$ cat src/rtl/lqmove_pkg.sv
package lqmove_pkg;
  localparam int QW = 64;

  typedef enum logic [1:0] {
    ENC_LEGACY = 2'd0,
    ENC_VEX    = 2'd1,
    ENC_EVEX   = 2'd2,
    ENC_RSVD   = 2'd3
  } enc_cls_e;

  localparam logic [7:0] OPC_LOAD  = 8'h12;
  localparam logic [7:0] OPC_STORE = 8'h13;
  localparam logic [1:0] MOD_REG   = 2'b11;
  localparam logic [3:0] VVVV_NONE = 4'b1111;
endpackage

$ cat src/rtl/lqmove_decode.sv
module lqmove_decode
  import lqmove_pkg::*;
(
  input  logic [1:0] enc_cls,
  input  logic       pfx_66,
  input  logic [7:0] opc,
  input  logic [1:0] modrm_mod,
  input  logic [3:0] vvvv,
  input  logic [1:0] vl,
  input  logic       w,
  output logic       is_load,
  output logic       is_store,
  output logic       vec_form,
  output logic       bad_len,
  output logic       bad_vvvv,
  output logic       ud
);
  enc_cls_e ec;
  logic bad_enc, bad_opc, bad_mod, bad_w;

  assign ec       = enc_cls_e'(enc_cls);
  assign is_load  = pfx_66 && (opc == OPC_LOAD);
  assign is_store = pfx_66 && (opc == OPC_STORE);
  assign vec_form = (ec == ENC_VEX) || (ec == ENC_EVEX);

  assign bad_enc  = (ec == ENC_RSVD);
  assign bad_opc  = !(is_load || is_store);
  assign bad_mod  = (modrm_mod == MOD_REG);
  assign bad_len  = ((ec == ENC_VEX) && vl[0]) || ((ec == ENC_EVEX) && (vl != 2'b00));
  assign bad_w    = (ec == ENC_EVEX) && !w;
  assign bad_vvvv = vec_form && is_store && (vvvv != VVVV_NONE);

  assign ud = bad_enc | bad_opc | bad_mod | bad_len | bad_w | bad_vvvv;
endmodule

$ cat src/rtl/lqmove_merge.sv
module lqmove_merge
  import lqmove_pkg::*;
#(
  parameter int VL = 512
)(
  input  logic            vec_form,
  input  logic [VL-65:0]  old_hi,
  input  logic [QW-1:0]   v_hi,
  input  logic [QW-1:0]   mem,
  output logic [VL-1:0]   wdata
);
  localparam int UPPER = VL - 2*QW;

  function automatic logic [QW-1:0] pick_q1(input logic vf,
                                            input logic [QW-1:0] keep,
                                            input logic [QW-1:0] merged);
    return vf ? merged : keep;
  endfunction

  assign wdata[QW-1:0]    = mem;
  assign wdata[2*QW-1:QW] = pick_q1(vec_form, old_hi[QW-1:0], v_hi);

  generate
    if (UPPER > 0) begin : g_upper
      assign wdata[VL-1:2*QW] = vec_form ? '0 : old_hi[VL-65:QW];
    end
  endgenerate
endmodule

$ cat src/rtl/lqmove_unit.sv
module lqmove_unit
  import lqmove_pkg::*;
#(
  parameter int VL = 512
)(
  input  logic          clk,
  input  logic          rst_n,
  input  logic          issue_vld,
  input  logic [1:0]    enc_cls,
  input  logic          pfx_66,
  input  logic [7:0]    opc,
  input  logic [1:0]    modrm_mod,
  input  logic [3:0]    vvvv,
  input  logic [1:0]    vl,
  input  logic          w,
  input  logic [VL-1:0] src_dst_data,
  input  logic [63:0]   src_v_hi,
  input  logic [63:0]   mem_rdata,
  output logic          rf_we,
  output logic [VL-1:0] rf_wdata,
  output logic          mem_we,
  output logic [63:0]   mem_wdata,
  output logic          ud_fault
);
  logic is_load, is_store, vec_form, bad_len, bad_vvvv, dec_ud;
  logic fire_load, fire_store, fire_fault;
  logic [VL-1:0] merged;

  lqmove_decode u_dec (
    .enc_cls(enc_cls), .pfx_66(pfx_66), .opc(opc), .modrm_mod(modrm_mod),
    .vvvv(vvvv), .vl(vl), .w(w),
    .is_load(is_load), .is_store(is_store), .vec_form(vec_form),
    .bad_len(bad_len), .bad_vvvv(bad_vvvv), .ud(dec_ud)
  );

  lqmove_merge #(.VL(VL)) u_mrg (
    .vec_form(vec_form), .old_hi(src_dst_data[VL-1:QW]),
    .v_hi(src_v_hi), .mem(mem_rdata), .wdata(merged)
  );

  assign fire_fault = issue_vld && dec_ud;
  assign fire_load  = issue_vld && !dec_ud && is_load;
  assign fire_store = issue_vld && !dec_ud && is_store;

  always_ff @(posedge clk or negedge rst_n) begin
    if (!rst_n) begin
      rf_we     <= 1'b0;
      mem_we    <= 1'b0;
      ud_fault  <= 1'b0;
      rf_wdata  <= '0;
      mem_wdata <= '0;
    end else begin
      rf_we    <= fire_load;
      mem_we   <= fire_store;
      ud_fault <= fire_fault;
      if (fire_load)  rf_wdata  <= merged;
      if (fire_store) mem_wdata <= src_dst_data[QW-1:0];
    end
  end

  assert_fault_gates_R9: assert property (@(posedge clk) disable iff (!rst_n)
    ud_fault |-> (!rf_we && !mem_we));

  assert_single_effect_R10: assert property (@(posedge clk) disable iff (!rst_n)
    $onehot0({rf_we, mem_we, ud_fault}));

  assert_idle_quiet_R10: assert property (@(posedge clk) disable iff (!rst_n)
    !issue_vld |=> (!rf_we && !mem_we && !ud_fault));

  assert_low_from_mem_R2: assert property (@(posedge clk) disable iff (!rst_n)
    fire_load |=> (rf_wdata[QW-1:0] == $past(mem_rdata)));

  assert_legacy_keeps_R2: assert property (@(posedge clk) disable iff (!rst_n)
    (fire_load && !vec_form) |=> (rf_wdata[VL-1:QW] == $past(src_dst_data[VL-1:QW])));

  assert_merge_q1_R3: assert property (@(posedge clk) disable iff (!rst_n)
    (fire_load && vec_form) |=> (rf_wdata[2*QW-1:QW] == $past(src_v_hi)));

  generate
    if (VL > 2*QW) begin : g_zero_chk
      assert_upper_clear_R3: assert property (@(posedge clk) disable iff (!rst_n)
        (fire_load && vec_form) |=> (rf_wdata[VL-1:2*QW] == '0));
    end
  endgenerate

  assert_store_data_R4: assert property (@(posedge clk) disable iff (!rst_n)
    fire_store |=> (mem_we && mem_wdata == $past(src_dst_data[QW-1:0])));

  assert_vvvv_fault_R5: assert property (@(posedge clk) disable iff (!rst_n)
    (issue_vld && bad_vvvv) |=> ud_fault);

  assert_len_fault_R6: assert property (@(posedge clk) disable iff (!rst_n)
    (issue_vld && bad_len) |=> ud_fault);

  assert_regmode_fault_R7: assert property (@(posedge clk) disable iff (!rst_n)
    (issue_vld && modrm_mod == MOD_REG) |=> ud_fault);
endmodule

$ cat config.mk
export PLATFORM = sky130hd
export DESIGN_NAME = lqmove_unit
export DESIGN_NICKNAME = d
export VERILOG_FILES = /design/src/rtl/lqmove_pkg.sv /design/src/rtl/lqmove_decode.sv /design/src/rtl/lqmove_merge.sv /design/src/rtl/lqmove_unit.sv
export SDC_FILE = /design/constraint.sdc
export NUM_CORES = 1
export LEC_CHECK = 0
export ABC_AREA = 1
export BUFFER_PORTS_ARGS = -buffer_cell sky130_fd_sc_hd__buf_2
export CORE_AREA = 2 2 487 489
export DETAILED_ROUTE_END_ITERATION = 10
export DIE_AREA = 0 0 489 491
export GPL_ROUTABILITY_DRIVEN = 0
export SYNTH_ARGS = -nofsm -noshare
export SYNTH_HDL_FRONTEND = slang
export SYNTH_SLANG_ARGS = --single-unit
$ cat constraint.sdc
create_clock -name clk -period 1.15 [get_ports clk]
set_input_delay 0 -clock clk [delete_from_list [all_inputs] [get_ports clk]]
set_output_delay 0 -clock clk [all_outputs]
set_load 0.01 [all_outputs]
# Word level (Yosys, flattened, before mapping)
# Cells that the tools add are included.
[word_totals]
reg_bits = 579
output_inout_bits = 579
elab_cells = 37
input_bits = 663
[classes]
n_eq_ne = 7
mux = 2
bitwise = 5
reduce_logical = 18
[op_table]
columns = ["cell", "n"]
rows = [
  ["384-bit 2-to-1 mux", 1],
  ["64-bit 2-to-1 mux", 1],
  ["8-bit by 5-bit == test with 1-bit output (second input constant)", 2],
  ["1-bit logical AND", 11],
  ["2-bit == test (second input constant)", 3],
  ["1-bit OR", 5],
  ["4-bit inequality test (second input constant)", 1],
  ["1-bit zero test", 3],
  ["1-bit logical OR", 3],
  ["2-bit by 1-bit == test with 1-bit output (second input constant)", 1],
  ["2-bit nonzero test", 1],
]

# Depth between registers and ports, before layout
[depth]
depth_word = 12
depth_mapped = 13
depth_no_buf = 10

# By module
# From an unflattened synthesis, not the netlist that was laid out.
[unflattened]
hier_cells = 3697
hier_area_um2 = 28765.1
[by_module_without_submodules]
columns = ["mod", "cells_per_inst", "seq_area_each_um2", "area_per_inst_um2", "n_inst"]
rows = [
  ["lqmove_unit", 2570, 14488.9, 23864.1, 1],
  ["lqmove_merge", 1081, 0.0, 4690.7, 1],
  ["lqmove_decode", 46, 0.0, 210.2, 1],
]

# Worst setup path before layout
# No wires, ideal clock.
[synth_timing]
kind = "in2reg"
startpoint = "in enc_cls[0]"
endpoint = "reg rf_wdata[440]"
n_path_buf = 3
setup_slack_ns = -0.364
setup_ns = 0.119
required_ns = 1.031
path_stages = 11
t_arrival_ns = 1.396
cell_sequence = "inv_1 ha_1 buf_2 nor2_1 inv_1 nor2_1 nor2_8 buf_4 buf_4 nand4_1 nand2_1"
[synth_via]
elab_chain_cells = 9
word_cells_on_any_way = 19
cone_classes = "eq/ne: 3; mux: 1; bitwise: 5; reduce/logical: 10"
[synth_lines]
columns = ["item", "line", "rtl"]
rows = [
  ["from (decl)", "lqmove_unit.sv:9", "input logic [1:0] enc_cls,"],
  ["2-bit == test (tied with other cells)", "lqmove_decode.sv:26", "assign bad_enc = (ec == ENC_RSVD);"],
  ["1-bit OR / 1-bit logical AND (equally long branches)", "lqmove_decode.sv:33, lqmove_decode.sv:29", ""],
  ["1-bit OR / 1-bit logical OR (equally long branches)", "lqmove_decode.sv:33, lqmove_decode.sv:29", ""],
  ["1-bit OR (3 in a row)", "lqmove_decode.sv:33", "assign ud = bad_enc | bad_opc | bad_mod | bad_len | bad_w | bad_vvvv;"],
  ["1-bit zero test", "lqmove_unit.sv:42", "assign fire_load = issue_vld && !dec_ud && is_load;"],
  ["1-bit logical AND (2 in a row)", "lqmove_unit.sv:42", ""],
  ["to (signal assigned)", "lqmove_unit.sv:56", "if (fire_load) rf_wdata <= merged;"],
  ["to (decl)", "lqmove_unit.sv:20", "output logic [VL-1:0] rf_wdata,"],
]
# Parallel ways exist; a longest one is shown, timed or not.
# A chain may end at the register's enable or synchronous reset.

# Final worst setup path
[layout_timing]
startpoint = "reg rf_wdata[202]"
endpoint = "out rf_wdata[202]"
# No word-level cell between the ends.

==> results.cfg <==
[clock_network]
cts_root_buffer = clkbuf_16
cts_buffer_depth = 3
numCtsBuffers = 76
clk_pin_slew_worst_paths_ps = 60
cts_sinks = 579
clkLatencyLatePin_ps = 720
h-tree-depth = 3
cts_tree = done

[worst_setup_path]
path_max_fanout = 2
critPathTopFamily = flip-flops
ff2ff_path_depth = 4
timing.rr.end = rf_wdata[386]$_DFFE_PN0P_
end_kind = primary output
crit_required_ps = 1150
reg2reg_slack_ps = 250
crit_chain = buf_2
cp-start-kind = flop
cpMaxStageDelayCell = dfrtp_1
path_class = flop to primary output
rr_startpoint = rf_wdata[386]$_DFFE_PN0P_
crit_arrival_ps = 1340
cpPeakStageDelay_ps = 440
path_buf_inv = 1

[global_route]
grt_max_degree = 86
use_met2 = 0.252
grt-busiest-layer = met2
grt_pass1_vias = 33900
grtUsageMet3 = 0.0706
grt.overflow.total = 0
grt.met1_usage = 0.183
grt_pass1_wl_um = 271000
antenna_found_initial = 174
track_usage = 0.162

[detailed_routing]
dr.pass1.iters = 8
drc = 0
vias_per_cell = 3.86
drt-wirelength-per-cell_um = 23.1
ant_nets = 0
drtIter0Drc = 2504
wirelength_um = 211000
vias = 35200

[pwr]
power_density_nw_per_um2 = 965
p_leak_nw = 30.9
p_total_mw = 52.6
ir_drop_v = 0.000875

[min_path]
hold_depth = 8
min_to = rf_wdata[48]$_DFFE_PN0P_
hp-start = modrm_mod[0]
hold_path_class = input pin to flop

[floorplan]
die_area_um2 = 240000
dieHeight_um = 491
rows = 178
io_pins = 1242
fp.coreArea_um2 = 235000
die_w_um = 489
initial_core_util = 0.119

[final_layout]
area_delta_synth_final_pct = 95.5
stdcell_count = 9118
layout_common_cells = nand2_1 (1554), buf_2 (833), dlygate4sd3_1 (658)
layout_commonest_cell = nand2_1
drive_above_1_share = 0.354
final_nets = 6476

[sta]
rsz0062_at_grt = yes
finalCriticalPeriod_ps = 1340
finalSetupViolations = 649
hold_violations = 0
fin_ws_ps = -186
tightest_slew_ps = 475
clock.fmax_mhz = 748
finalCritPeriodShare = 1.16
relSlewSlack = 0.684
slew_violations = 0
fin_worst_skew_ps = 0

[synth]
ys_ff_latch = 579
ys_async_sr_fraction = 1.00
syn-num-nets = 4181
syn_area_um2 = 27900
ys_warn_count = 0
synth.avg_cell_area_um2 = 7.94
seq_area_frac_synth = 0.519
ys.flop_type = dfrtp_1
synth-edff-count = 0
synth.distinct_cells = 18
synthCells = 3515

[place]
portBuffers = 1241
dpl.hpwl_um = 163000
placed_cells = 7901

[status]
status = finished, violations left
violations = negative setup slack

[job]
cap_violations = 0
stage by stage:
step / setup slack, ps / TNS [ps] / hold slack (ps) / utilization / cell area (um2)
floorplan: -99.0 / -46560 / -296 / - / 28300
global placement: -825 / -429980 / -101 / 0.169 / 39600
detailed placement: -820 / -427670 / -101 / 0.169 / 39600
CTS: -284 / -103730 / -107 / 0.222 / 52200
global route: -247 / -91890 / 44.6 / 0.232 / 54500
finish: -186 / -58480 / 20.8 / 0.233 / 54600
where the power goes:
part           internal (mW)  leakage (nW)  switching, mW
sequential              20.4          8.08        0.00165
clock                   14.3          1.24           10.8
combinational           3.49          21.6           3.71
total                   38.2          30.9           14.5
per-layer routing:
layer  vias to the layer above  wire length [um]
met4                       106             15100
li1                      16000                 -
met3                       592             23600
met5                         -               666
met2                      1952             91400
met1                     16500             80400
layout make-up:
class / instances / area (um2)
fill: 25300 / 180000
timing repair buffer: 2521 / 21400
sequential: 579 / 14500
multi-input combinational: 2229 / 10400
tap: 3150 / 3940
clock buffer: 107 / 2180
inverter: 403 / 1530
clock inverter: 32 / 385
antenna: 97 / 243
registers in the layout (all words and copies together), names as in the netlist:
register	count
rf_we	1
mem_wdata	64
ud_fault	1
rf_wdata	512
mem_we	1
cells by family after synthesis:
family / synth area share
AND/OR/NAND/NOR: 0.344
buffers and inverters: 0.110
flip-flops: 0.519
multiplexers: 0.0258
adder cells (fa/ha/maj): 0.00135
AO/OA/AOI/OAI: 0.000179
synthesized netlist by cell type, types with 3 or more instances:
master       n  area share
nand2_1   1556        0.21
buf_2      130       0.023
mux2_2      64       0.026
dfrtp_1    579        0.52
inv_2        4     0.00054
nand3_1      5     0.00090
nand4_1    578        0.13
ha_1         3      0.0013
buf_1       13      0.0017
buf_4       35      0.0094
buf_6       15      0.0061
clkbuf_1   111       0.015
inv_1      399       0.054
nor2_1      19      0.0026
worst max-delay path by stage:
| stage | end | from | depth (start not counted) |
|---|---|---|---|
| finish | rf_wdata[202] | rf_wdata[202]$_DFFE_PN0P_ | 1 |
| CTS | rf_wdata[506] | rf_wdata[506]$_DFFE_PN0P_ | 1 |
| global route | rf_wdata[506] | rf_wdata[506]$_DFFE_PN0P_ | 1 |
| global placement | rf_wdata[175]$_DFFE_PN0P_ | vl[1] | 13 |
| floorplan | rf_wdata[410]$_DFFE_PN0P_ | enc_cls[1] | 13 |
| detailed placement | rf_wdata[175]$_DFFE_PN0P_ | vl[1] | 13 |
what timing repair did:
| item | in CTS | in global routing |
|---|---|---|
| pin swaps | 0 | 4 |
| hold buffers | 657 | 3 |
| endpoints found under the setup margin | 690 | 1025 |
| gates resized for setup | 646 | 96 |
| buffers inserted | 159 | 143 |
| gates cloned | 0 | 22 |
| hold endpoints to repair | 1156 | 4 |
(Power assumes the default switching activity.)
